==> src/rtl/i2s_rx_pkg.sv <==
`timescale 1ns/1ps
package i2s_rx_pkg;

   localparam int REG_W   = 32;
   localparam int MAX_WL  = 24;
   localparam int WL_W    = $clog2(MAX_WL + 1);
   localparam int CODE_W  = 3;

   typedef struct packed {
      logic [CODE_W-1:0] wl_code;
      logic              lsb_first;
      logic              lsb_align;
      logic              sign_ext;
   } fmt_cfg_t;

   // Map the word-length code to a bit count.
   function automatic logic [WL_W-1:0] wl_bits(input logic [CODE_W-1:0] code);
      logic [WL_W-1:0] n;
      case (code)
         3'd0:    n = WL_W'(8);
         3'd1:    n = WL_W'(10);
         3'd2:    n = WL_W'(12);
         3'd3:    n = WL_W'(16);
         3'd4:    n = WL_W'(18);
         3'd5:    n = WL_W'(20);
         3'd6:    n = WL_W'(22);
         default: n = WL_W'(24);
      endcase
      return n;
   endfunction

endpackage

==> src/rtl/i2s_rx_deser.sv <==
`timescale 1ns/1ps
module i2s_rx_deser
   import i2s_rx_pkg::*;
#(
   parameter int WORD_MAX = MAX_WL,
   parameter int CNT_W    = WL_W
) (
   input  logic                clk,
   input  logic                por_n,
   input  logic                soft_rst,
   input  logic                ws,
   input  logic                sd,
   input  logic [CNT_W-1:0]    wl,
   input  logic                lsb_first,
   output logic                word_vld,
   output logic                word_ch,
   output logic [WORD_MAX-1:0] word_raw
);

   logic                prev_ws;
   logic                busy;
   logic                ch_q;
   logic [CNT_W-1:0]    cnt;
   logic [WORD_MAX-1:0] sh;

   logic                start;
   logic                take;
   logic                fin;
   logic [CNT_W-1:0]    cnt_cur;
   logic [CNT_W-1:0]    cnt_nx;
   logic [WORD_MAX-1:0] base;
   logic [WORD_MAX-1:0] sh_nx;

   always_comb begin
      start   = ws ^ prev_ws;
      take    = start | busy;
      base    = start ? '0 : sh;
      cnt_cur = start ? '0 : cnt;
      cnt_nx  = cnt_cur + CNT_W'(1);
      if (lsb_first)
         sh_nx = (base >> 1) | (WORD_MAX'(sd) << (wl - CNT_W'(1)));
      else
         sh_nx = {base[WORD_MAX-2:0], sd};
      fin     = take && (cnt_nx == wl);
   end

   always_ff @(posedge clk or negedge por_n) begin
      if (!por_n) begin
         prev_ws  <= 1'b0;
         busy     <= 1'b0;
         ch_q     <= 1'b0;
         cnt      <= '0;
         sh       <= '0;
         word_vld <= 1'b0;
         word_ch  <= 1'b0;
         word_raw <= '0;
      end else if (soft_rst) begin
         prev_ws  <= 1'b0;
         busy     <= 1'b0;
         ch_q     <= 1'b0;
         cnt      <= '0;
         sh       <= '0;
         word_vld <= 1'b0;
      end else begin
         prev_ws  <= ws;
         word_vld <= fin;
         if (start)
            ch_q <= ws;
         if (take) begin
            sh   <= sh_nx;
            cnt  <= cnt_nx;
            busy <= !fin;
         end
         if (fin) begin
            word_raw <= sh_nx;
            word_ch  <= start ? ws : ch_q;
         end
      end
   end

endmodule

==> src/rtl/i2s_rx_align.sv <==
`timescale 1ns/1ps
module i2s_rx_align
   import i2s_rx_pkg::*;
#(
   parameter int WORD_MAX = MAX_WL,
   parameter int CNT_W    = WL_W,
   parameter int OUT_W    = REG_W
) (
   input  logic [WORD_MAX-1:0] raw,
   input  logic [CNT_W-1:0]    wl,
   input  logic                lsb_align,
   input  logic                sign_ext,
   output logic [OUT_W-1:0]    word
);

   localparam int HALF_W = OUT_W / 2;

   logic [OUT_W-1:0] mask;
   logic [OUT_W-1:0] val;
   logic             top;

   always_comb begin
      mask = (OUT_W'(1) << wl) - OUT_W'(1);
      val  = {{(OUT_W-WORD_MAX){1'b0}}, raw} & mask;
      top  = val[wl - CNT_W'(1)];
      if (lsb_align)
         word = (sign_ext && top) ? (val | ~mask) : val;
      else if (wl >= CNT_W'(HALF_W))
         word = val << (OUT_W'(OUT_W) - OUT_W'(wl));
      else
         word = val << (OUT_W'(HALF_W) - OUT_W'(wl));
   end

endmodule

==> src/rtl/i2s_rx_chan_fifo.sv <==
`timescale 1ns/1ps
module i2s_rx_chan_fifo #(
   parameter int DEPTH  = 16,
   parameter int DATA_W = 32,
   localparam int AW    = $clog2(DEPTH),
   localparam int CW    = $clog2(DEPTH + 1)
) (
   input  logic              clk,
   input  logic              por_n,
   input  logic              soft_rst,
   input  logic              en,
   input  logic              push,
   input  logic [DATA_W-1:0] push_data,
   input  logic              pop_req,
   output logic [DATA_W-1:0] head,
   output logic [CW-1:0]     level,
   output logic              ready
);

   localparam int READY_LEVEL = DEPTH - 1;

   logic [DATA_W-1:0] mem [DEPTH];
   logic [AW-1:0]     wp;
   logic [AW-1:0]     rp;

   logic              pop;
   logic              wr;
   logic [AW-1:0]     wa;
   logic [CW-1:0]     level_nx;
   logic [CW-1:0]     thr;

   always_comb begin
      pop = pop_req && (level != '0);
      if (en) begin
         wr       = push && (level != CW'(DEPTH));
         wa       = wp;
         level_nx = level + CW'(wr) - CW'(pop);
         thr      = CW'(READY_LEVEL);
      end else begin
         wr       = push;
         wa       = rp;
         level_nx = push ? CW'(1) : (pop ? '0 : level);
         thr      = CW'(1);
      end
   end

   always_ff @(posedge clk) begin
      if (wr)
         mem[wa] <= push_data;
   end

   always_ff @(posedge clk or negedge por_n) begin
      if (!por_n) begin
         wp    <= '0;
         rp    <= '0;
         level <= '0;
         ready <= 1'b0;
      end else if (soft_rst) begin
         wp    <= '0;
         rp    <= '0;
         level <= '0;
         ready <= 1'b0;
      end else begin
         if (en && wr)
            wp <= wp + AW'(1);
         if (en && pop)
            rp <= rp + AW'(1);
         level <= level_nx;
         ready <= (level_nx >= thr);
      end
   end

   assign head = (level != '0) ? mem[rp] : '0;

endmodule

==> src/rtl/i2s_rx_fmt.sv <==
`timescale 1ns/1ps
module i2s_rx_fmt
   import i2s_rx_pkg::*;
#(
   parameter int NUM_CH     = 2,
   parameter int FIFO_DEPTH = 16,
   localparam int CH_W      = $clog2(NUM_CH),
   localparam int CNT_W     = $clog2(FIFO_DEPTH + 1)
) (
   input  logic                 clk,
   input  logic                 por_n,
   input  logic                 soft_rst,
   input  logic                 cfg_we,
   input  logic [CODE_W-1:0]    cfg_wl_code,
   input  logic                 cfg_lsb_first,
   input  logic                 cfg_lsb_align,
   input  logic                 cfg_sign_ext,
   input  logic [NUM_CH-1:0]    cfg_fifo_en,
   input  logic [NUM_CH-1:0]    cfg_irq_en,
   input  logic                 ws,
   input  logic                 sd,
   input  logic                 rd_en,
   input  logic [CH_W-1:0]      rd_ch,
   output logic [REG_W-1:0]     rd_data,
   output logic [NUM_CH-1:0]    ready,
   output logic                 irq
);

   // Elaboration-time parameter checks
   if (NUM_CH != 2) begin : g_bad_ch
      $error("i2s_rx_fmt: word select carries exactly two channels");
   end
   if (FIFO_DEPTH < 2 || (FIFO_DEPTH & (FIFO_DEPTH - 1)) != 0) begin : g_bad_depth
      $error("i2s_rx_fmt: FIFO_DEPTH must be a power of two, at least 2");
   end

   fmt_cfg_t                     fmt_q;
   logic [NUM_CH-1:0]            fifo_en_q;
   logic [NUM_CH-1:0]            irq_en_q;

   logic [WL_W-1:0]              wl;
   logic                         word_vld;
   logic                         word_ch;
   logic [MAX_WL-1:0]            word_raw;
   logic [REG_W-1:0]             word_fmt;

   logic [NUM_CH-1:0]            push_v;
   logic [NUM_CH-1:0]            pop_v;
   logic [NUM_CH-1:0][REG_W-1:0] head_v;
   logic [NUM_CH-1:0][CNT_W-1:0] level_v;

   // Configuration: cleared by power-on reset only
   always_ff @(posedge clk or negedge por_n) begin
      if (!por_n) begin
         fmt_q     <= '0;
         fifo_en_q <= '0;
         irq_en_q  <= '0;
      end else if (cfg_we) begin
         fmt_q     <= '{wl_code:   cfg_wl_code,
                        lsb_first: cfg_lsb_first,
                        lsb_align: cfg_lsb_align,
                        sign_ext:  cfg_sign_ext};
         fifo_en_q <= cfg_fifo_en;
         irq_en_q  <= cfg_irq_en;
      end
   end

   assign wl = wl_bits(fmt_q.wl_code);

   i2s_rx_deser #(.WORD_MAX(MAX_WL), .CNT_W(WL_W)) deser_i (
      .clk       (clk),
      .por_n     (por_n),
      .soft_rst  (soft_rst),
      .ws        (ws),
      .sd        (sd),
      .wl        (wl),
      .lsb_first (fmt_q.lsb_first),
      .word_vld  (word_vld),
      .word_ch   (word_ch),
      .word_raw  (word_raw)
   );

   i2s_rx_align #(.WORD_MAX(MAX_WL), .CNT_W(WL_W), .OUT_W(REG_W)) align_i (
      .raw       (word_raw),
      .wl        (wl),
      .lsb_align (fmt_q.lsb_align),
      .sign_ext  (fmt_q.sign_ext),
      .word      (word_fmt)
   );

   for (genvar c = 0; c < NUM_CH; c++) begin : g_ch
      assign push_v[c] = word_vld && (word_ch == CH_W'(c));
      assign pop_v[c]  = rd_en && (rd_ch == CH_W'(c));

      i2s_rx_chan_fifo #(.DEPTH(FIFO_DEPTH), .DATA_W(REG_W)) fifo_i (
         .clk       (clk),
         .por_n     (por_n),
         .soft_rst  (soft_rst),
         .en        (fifo_en_q[c]),
         .push      (push_v[c]),
         .push_data (word_fmt),
         .pop_req   (pop_v[c]),
         .head      (head_v[c]),
         .level     (level_v[c]),
         .ready     (ready[c])
      );
   end

   assign rd_data = head_v[rd_ch];
   assign irq     = |(ready & irq_en_q);

endmodule

==> config.mk <==
export PLATFORM = sky130hd
export DESIGN_NAME = i2s_rx_fmt
export DESIGN_NICKNAME = d
export VERILOG_FILES = /design/src/rtl/i2s_rx_pkg.sv /design/src/rtl/i2s_rx_deser.sv /design/src/rtl/i2s_rx_align.sv /design/src/rtl/i2s_rx_chan_fifo.sv /design/src/rtl/i2s_rx_fmt.sv
export SDC_FILE = /design/constraint.sdc
export NUM_CORES = 1
export LEC_CHECK = 0
export BUFFER_PORTS_ARGS = -buffer_cell sky130_fd_sc_hd__clkbuf_2
export CAP_MARGIN = 20
export CORE_MARGIN = 1
export CORE_UTILIZATION = 50
export DETAILED_ROUTE_END_ITERATION = 16
export MAX_ROUTING_LAYER = met4
export PLACE_DENSITY = 0.75
export RECOVER_POWER = 50
export SKIP_CTS_REPAIR_TIMING = 1
export SLEW_MARGIN = 0
export SYNTH_ARGS = -nofsm -noshare
export SYNTH_HDL_FRONTEND = slang
export SYNTH_SLANG_ARGS = --single-unit
==> constraint.sdc <==
create_clock -name clk -period 13.6 [get_ports clk]
set_input_delay 0.68 -clock clk [delete_from_list [all_inputs] [get_ports clk]]
set_output_delay 0.68 -clock clk [all_outputs]
set_load 0.005 [all_outputs]
# Yosys cells after proc, flatten, opt, wreduce, memory -nomap -nowiden

Memory sizes are Yosys's and may differ from the RTL's.
Cells that the tools add are included.

Flip-flop bits (word level): 96
RAM bits: 1,024
Latch bits: 0
ROM bits: 0
Input bits: 18
Output and inout port bits: 35
Memories kept: 2

Multiplexer cells: 51
Reduce and logical (&&, ||, !) cells: 25
$lt $le $gt $ge: 5
Bitwise gates (word level): 10
Add/subtract/negate cells: 13
Eq/ne operators: 9
Shift operators: 4
Div/mod/pow operators: 0
Multipliers: 0

Memories:

| memory             | depth | bits a word | rd ports | clocked after Yosys merged registers in | wr ports | RTL line               | text |
|---|---|---|---|---|---|---|---|
| g_ch[0].fifo_i.mem | 16    | 32          | 1        | 0                                       | 1        | i2s_rx_chan_fifo.sv:22 | `logic [DATA_W-1:0] mem [DEPTH];` |
| g_ch[1].fifo_i.mem | 16    | 32          | 1        | 0                                       | 1        | i2s_rx_chan_fifo.sv:22 |  |

Operators by type and width:

| kind                                                | number |
|---|---|
| 2-to-1 mux 32 bit                                   | 7 |
| 2-to-1 mux 24 bit                                   | 4 |
| << shifter 32 x 32 -> 32 bit                        | 2 |
| 2-to-1 mux 5 bit                                    | 11 |
| 2-to-1 mux 4 bit                                    | 12 |
| case mux 5 bit (7 select lines)                     | 1 |
| AND 24 x 32 -> 32 bit                               | 1 |
| NOT 32 bit                                          | 1 |
| bitwise OR 32 bit                                   | 1 |
| << shifter 1 x 5 -> 32 bit (first input constant)   | 1 |
| subtractor 32 x 2 -> 32 bit (second input constant) | 1 |
| bitwise OR 23 x 24 -> 24 bit                        | 1 |
| << shifter 1 x 5 -> 24 bit                          | 1 |
| adder 4 x 1 -> 4 bit (second input constant)        | 4 |
| 2-to-1 mux 1 bit                                    | 15 |
| logical AND 1 bit                                   | 14 |
| adder 5 x 1 -> 5 bit                                | 2 |
| >= comparator 5 x 4 -> 1 bit                        | 2 |
| != test 5 bit (second input constant)               | 2 |
| nonzero test 2 bit                                  | 5 |
| nonzero test 5 bit                                  | 2 |
| subtractor 5 x 1 -> 5 bit                           | 2 |
| equality test 3 bit (second input constant)         | 3 |
| subtractor 6 x 5 -> 7 bit (first input constant)    | 1 |
| other kinds (18)                                    | 21 |

# Longest topological paths before layout

Depth after elaboration: 10
Mapped depth: 24

# By module

Synthesis repeated with hierarchy kept, for this count alone.

Cells, all modules: 2,751
Area total of the unflattened synthesis: 48,759.3 µm²

By module, submodules not included:

| module           | cells an instance | area an instance (µm²) | seq. area each (µm²) | times used |
|---|---|---|---|---|
| i2s_rx_chan_fifo | 915               | 20,455.9               | 15,725.1             | 2 |
| i2s_rx_align     | 595               | 3,846.2                | 0.0                  | 1 |
| i2s_rx_deser     | 254               | 3,016.6                | 1,451.4              | 1 |
| i2s_rx_fmt       | 72                | 984.7                  | 250.2                | 1 |

# Worst setup path before layout

No wires, ideal clock.

Path kind: reg2reg
Start point: register fmt_q[4] (netlist name)
End point: memory g_ch[0].fifo_i.mem[0][22] (data pin)
Setup time: 0.390 ns
Clock period less this slack: 5.935 ns
Data arrival time: 5.545 ns
Data required time: 13.210 ns
Cell stages (with the launch flop): 23
Slack: 7.665 ns
Path buffers: 5
Path through: dfrtp_1 -> buf_2 -> nand2_1 -> xnor2_1 -> inv_1 -> ha_1 -> buf_2 -> or3b_2 -> nand2_4 -> inv_2 -> buf_6 -> clkbuf_1 -> ha_1 -> ha_1 -> nand2_1 -> ha_1 -> clkbuf_1 -> o211ai_1 -> mux4_2 -> o32a_4 -> a21oi_1 -> a21oi_1 -> o221ai_1

Cells in the longest elaborated chain, start to end: 10
Elaborated cells on any way between the ends: 25
Those cells by class: add/sub: 4; order compare: 1; eq/ne: 6; shift: 3; mux: 6; bitwise: 3; reduce/logical: 2

Ends and longest elaborated chain:

| element                                           | RTL line               | text |
|---|---|---|
| start: declaration                                | i2s_rx_fmt.sv:37       | `fmt_cfg_t fmt_q;` |
| start signal: assignment                          | i2s_rx_fmt.sv:59       | `fmt_q <= '{wl_code: cfg_wl_code,` |
| equality test 3 bit, or another cell as far along | i2s_rx_pkg.sv:19       | `case (code)` |
| case mux 5 bit (7 select lines) *                 | i2s_rx_pkg.sv:19       |  |
| << shifter 1 x 5 -> 32 bit                        | i2s_rx_align.sv:23     | `mask = (OUT_W'(1) << wl) - OUT_W'(1);` |
| subtractor 32 x 2 -> 32 bit                       | i2s_rx_align.sv:23     |  |
| AND 24 x 32 -> 32 bit                             | i2s_rx_align.sv:24     | `val = {{(OUT_W-WORD_MAX){1'b0}}, raw} & mask;` |
| binary-select mux 1 bit (select 5 bit)            | i2s_rx_align.sv:25     | `top = val[wl - CNT_W'(1)];` |
| 2-to-1 mux 1 bit (implied by the code)            | i2s_rx_align.sv:25     |  |
| logical AND 1 bit                                 | i2s_rx_align.sv:27     | `word = (sign_ext && top) ? (val \| ~mask) : val;` |
| 2-to-1 mux 32 bit                                 | i2s_rx_align.sv:27     |  |
| 2-to-1 mux 32 bit *                               | i2s_rx_align.sv:26     | `if (lsb_align)` |
| net align_i.word[22]                              | i2s_rx_align.sv:13     | `output logic [OUT_W-1:0] word` |
| end: declaration                                  | i2s_rx_chan_fifo.sv:22 |  |

The timed path passes the listed nets; every way through them passes the cells marked *. The select of a mux whose other input is x is not followed.

# Worst setup path after layout

Start point: register g_ch[0].fifo_i.rp[2]
End point: memory g_ch[0].fifo_i.mem[15][8], enable pin

Cells in the longest elaborated chain, start to end: 1

Ends and longest elaborated chain:

| element                  | RTL line               | text |
|---|---|---|
| start: declaration       | i2s_rx_chan_fifo.sv:24 | `logic [AW-1:0] rp;` |
| start signal: assignment | i2s_rx_chan_fifo.sv:67 | `rp <= rp + AW'(1);` |
| 2-to-1 mux 4 bit         | i2s_rx_chan_fifo.sv:34 | `if (en) begin` |

Every way passes these cells.

==> results_dict.tcl <==
set metrics [dict create \
    peakVddDrop_mv 0.100 \
    core_um2 92100 \
    antenna_found_initial 2 \
    viasPerCell 6.59 \
    cp.required_ps 13790 \
    cts_root_buf "clkbuf_16" \
    placementRows 111 \
    area_growth_pct 12.3 \
    cpMostUsedCell "clkbuf_1" \
    path_clk_slew_ps 60 \
    nNetsFinal 2629 \
    wl_per_cell_um 32.7 \
    maxCapViolations 40 \
    fmax_mhz 127 \
    crit_path_start_kind "flop" \
    cts_tree "yes" \
    drv_slew 1270 \
    synthArstFlopShare_pct 8.57 \
    syn_nets 2524 \
    cp-end-kind "flop" \
    drtIter0Drc 3313 \
    finalClockSkew_ps 29.0 \
    fin_crit_ps 7900 \
    final.period_utilization_pct 58.1 \
    dieArea_um2 94600 \
    synthCells 2472 \
    ys_ff_latch 1120 \
    vias 25788 \
    tns_ps 0 \
    grt_pass1_vias 25690 \
    status "complete, but fails checks" \
    cp_slowest_cell "clkbuf_1" \
    gr-total-overflow 0 \
    crit_fanout 32 \
    worstMarginPinSlew_ps 3930 \
    hold_viol_final 0 \
    rsz0062_at_grt "no" \
    post-route-drc-count 0 \
    start_util_pct 50.7 \
    yosysSeqAreaShare_pct 71.0 \
    drt-total-wl_mm 128 \
    detail-route-antenna-nets 0 \
    dieWidth_um 308 \
    synthesis.area_um2 46700 \
    portBuffers 52 \
    syn-mean-instance-area_um2 18.9 \
    dr.pass1.iters 5 \
    place_congestion 0.988 \
    synth_top_cell_by_area "edfxtp_1" \
    final_layout_size_suffix_gt1_share_pct 26.3 \
    grt_max_degree 100 \
    synth_edf_count 1024 \
    htree_num_levels 3 \
    num_io_pins 53 \
    p_leak_nw 16.7 \
    grtUsageTotal_pct 28.2 \
    clock-sinks 1120 \
    fill_cells 6648 \
    clock_latency_ps 690 \
    cts_buffers 109 \
    synth_area_leaders "edfxtp_1 (66%), mux4_2 (16%), dfrtp_1 (5.1%), nor2_1 (0.98%), nand2_1 (0.88%)" \
    worst-setup-path-type "reg -> reg" \
    min_path_type "in -> reg" \
    synthFlopType "edfxtp_1" \
    arrival_ps 8090 \
    slew_headroom_pct -162 \
    ys_types 92 \
    critPathMaxStageDelay_ps 2760 \
    synth_warnings 0 \
    hold_ws_ps 216 \
    setup_viol 0 \
    grt_pass1_wl_mm 183 \
    violations "max-capacitance violations, max-slew violations" \
    power_density_nw_per_um2 150 \
    path_cells "clkbuf_1 > a31oi_1 > nor2_4 > clkbuf_1" \
    clk_path_buf_depth 3 \
    synth_top_cell_area_share_pct 65.8 \
    dieHeight_um 308 \
    dp_hpwl_mm 68.9 \
]
-- cells by family after synthesis --
kind of cell,synth area share [%]
mux,17.1
buf+inv,1.96
fa+ha+maj,0.943
simple gates,3.84
compound gates,4.50
flops,71.0
xor+xnor,0.705
-- worst max-delay path: cells and delay by family, from the launching register on --
family | cells | cell delay (ps)
flops | 1 | 1310
compound gates | 1 | 950
buf+inv | 2 | 4770
simple gates | 1 | 270
-- cells in the final DEF, fill, tap and decap left out, drive strengths merged, types with 11 or more instances in the layout --
cell       n
a22o      15
nor3      19
mux2      37
a32oi     11
clkbuf   226
dfrtp     96
a21oi     54
xnor2     21
inv       74
a22oi     16
clkinv    47
o211ai    12
buf       53
nand3     40
nand2    113
edfxtp  1024
o22ai     12
o21ai     75
mux2i     30
ha        32
a211oi    14
mux4     322
xor2      14
a31oi     14
nor2     122
-- path summary, 6_finish.rpt --
check	endpoint	slack (ps)	cells past startpoint	startpoint
min in group asynchronous	fmt_q[2]	770	1	por_n
max reg2reg	g_ch[0].fifo_i.mem[15][8]	5700	4	g_ch[0].fifo_i.rp[2]
min reg2reg	deser_i.sh[0]	490	2	deser_i.sh[0]
max in group asynchronous	g_ch[0].fifo_i.rp[0]	8650	2	por_n
min	fifo_en_q[0]	220	3	cfg_fifo_en[0]
max	g_ch[0].fifo_i.mem[15][8]	5700	4	g_ch[0].fifo_i.rp[2]
-- flip-flops by register name, summed over array words and instances (netlist names) --
| name | cells |
|---|---|
| deser_i.word_vld | 1 |
| deser_i.sh | 24 |
| irq_en_q | 2 |
| g_ch.fifo_i.ready | 2 |
| deser_i.word_raw | 24 |
| g_ch.fifo_i.level | 10 |
| deser_i.prev_ws | 1 |
| deser_i.cnt | 5 |
| g_ch.fifo_i.wp | 8 |
| deser_i.ch_q | 1 |
| deser_i.word_ch | 1 |
| fmt_q | 6 |
| deser_i.busy | 1 |
| fifo_en_q | 2 |
| g_ch.fifo_i.rp | 8 |
| g_ch.fifo_i.mem | 1024 |
-- synthesized netlist by cell type, types with 15 or more instances --
library cell and number:
buf_2 24, clkbuf_1 97, a22oi_1 16, mux4_2 322
buf_1 16, a22o_1 15, mux2_2 25, dfrtp_1 96
nand3_1 40, o21ai_0 67, xnor2_1 21, nand2_1 110
nor3_1 15, nor2_1 122, inv_1 69, mux2i_1 30
ha_1 32, a21oi_1 53, edfxtp_1 1024
-- cell type report --
cell class                 count  area (µm²)  share of cell area, %
timing repair buffer         143        1000                   1.91
sequential                  1120       33200                   63.2
clock buffer                 136        2920                   5.57
antenna                        2        5.00                0.00954
inverter                      72         270                  0.515
tap                         1243        1560                   2.96
multi-input combinational   1131       12900                   24.6
clock inverter                67         632                   1.20
-- routing by layer --
| layer | routed length (µm) | GRT usage, % | vias to the layer above |
|---|---|---|---|
| met5 | 0 | - | - |
| li1 | - | - | 10293 |
| met1 | 49300 | 39.5 | 13615 |
| met2 | 60400 | 42.4 | 1616 |
| met4 | 5370 | 10.8 | 0 |
| met3 | 13000 | 4.15 | 264 |
-- metrics by stage --
| stage | cells | util, % | area [µm²] | total power (W) | setup slack (ps) |
|---|---|---|---|---|---|
| finish | 3914 | 57.0 | 52500 | 0.00785 | 5700 |
| detailed placement | 3688 | 53.0 | 48800 | 0.00487 | 6440 |
| global route | 3913 | 57.0 | 52500 | 0.00806 | 5440 |
| global placement | 3686 | 52.9 | 48800 | 0.00485 | 6610 |
| CTS | 3891 | 56.9 | 52300 | 0.00783 | 6470 |
| floorplan | 2472 | - | 46700 | 0.00454 | 7660 |
-- where the power goes --
group          leakage (nW)  internal, W  switching [W]
Sequential             10.6      0.00393      0.0000305
Clock                  1.74      0.00171        0.00128
Combinational          4.31     0.000269       0.000623
Note: power is estimated with default switching activity, not from simulation.
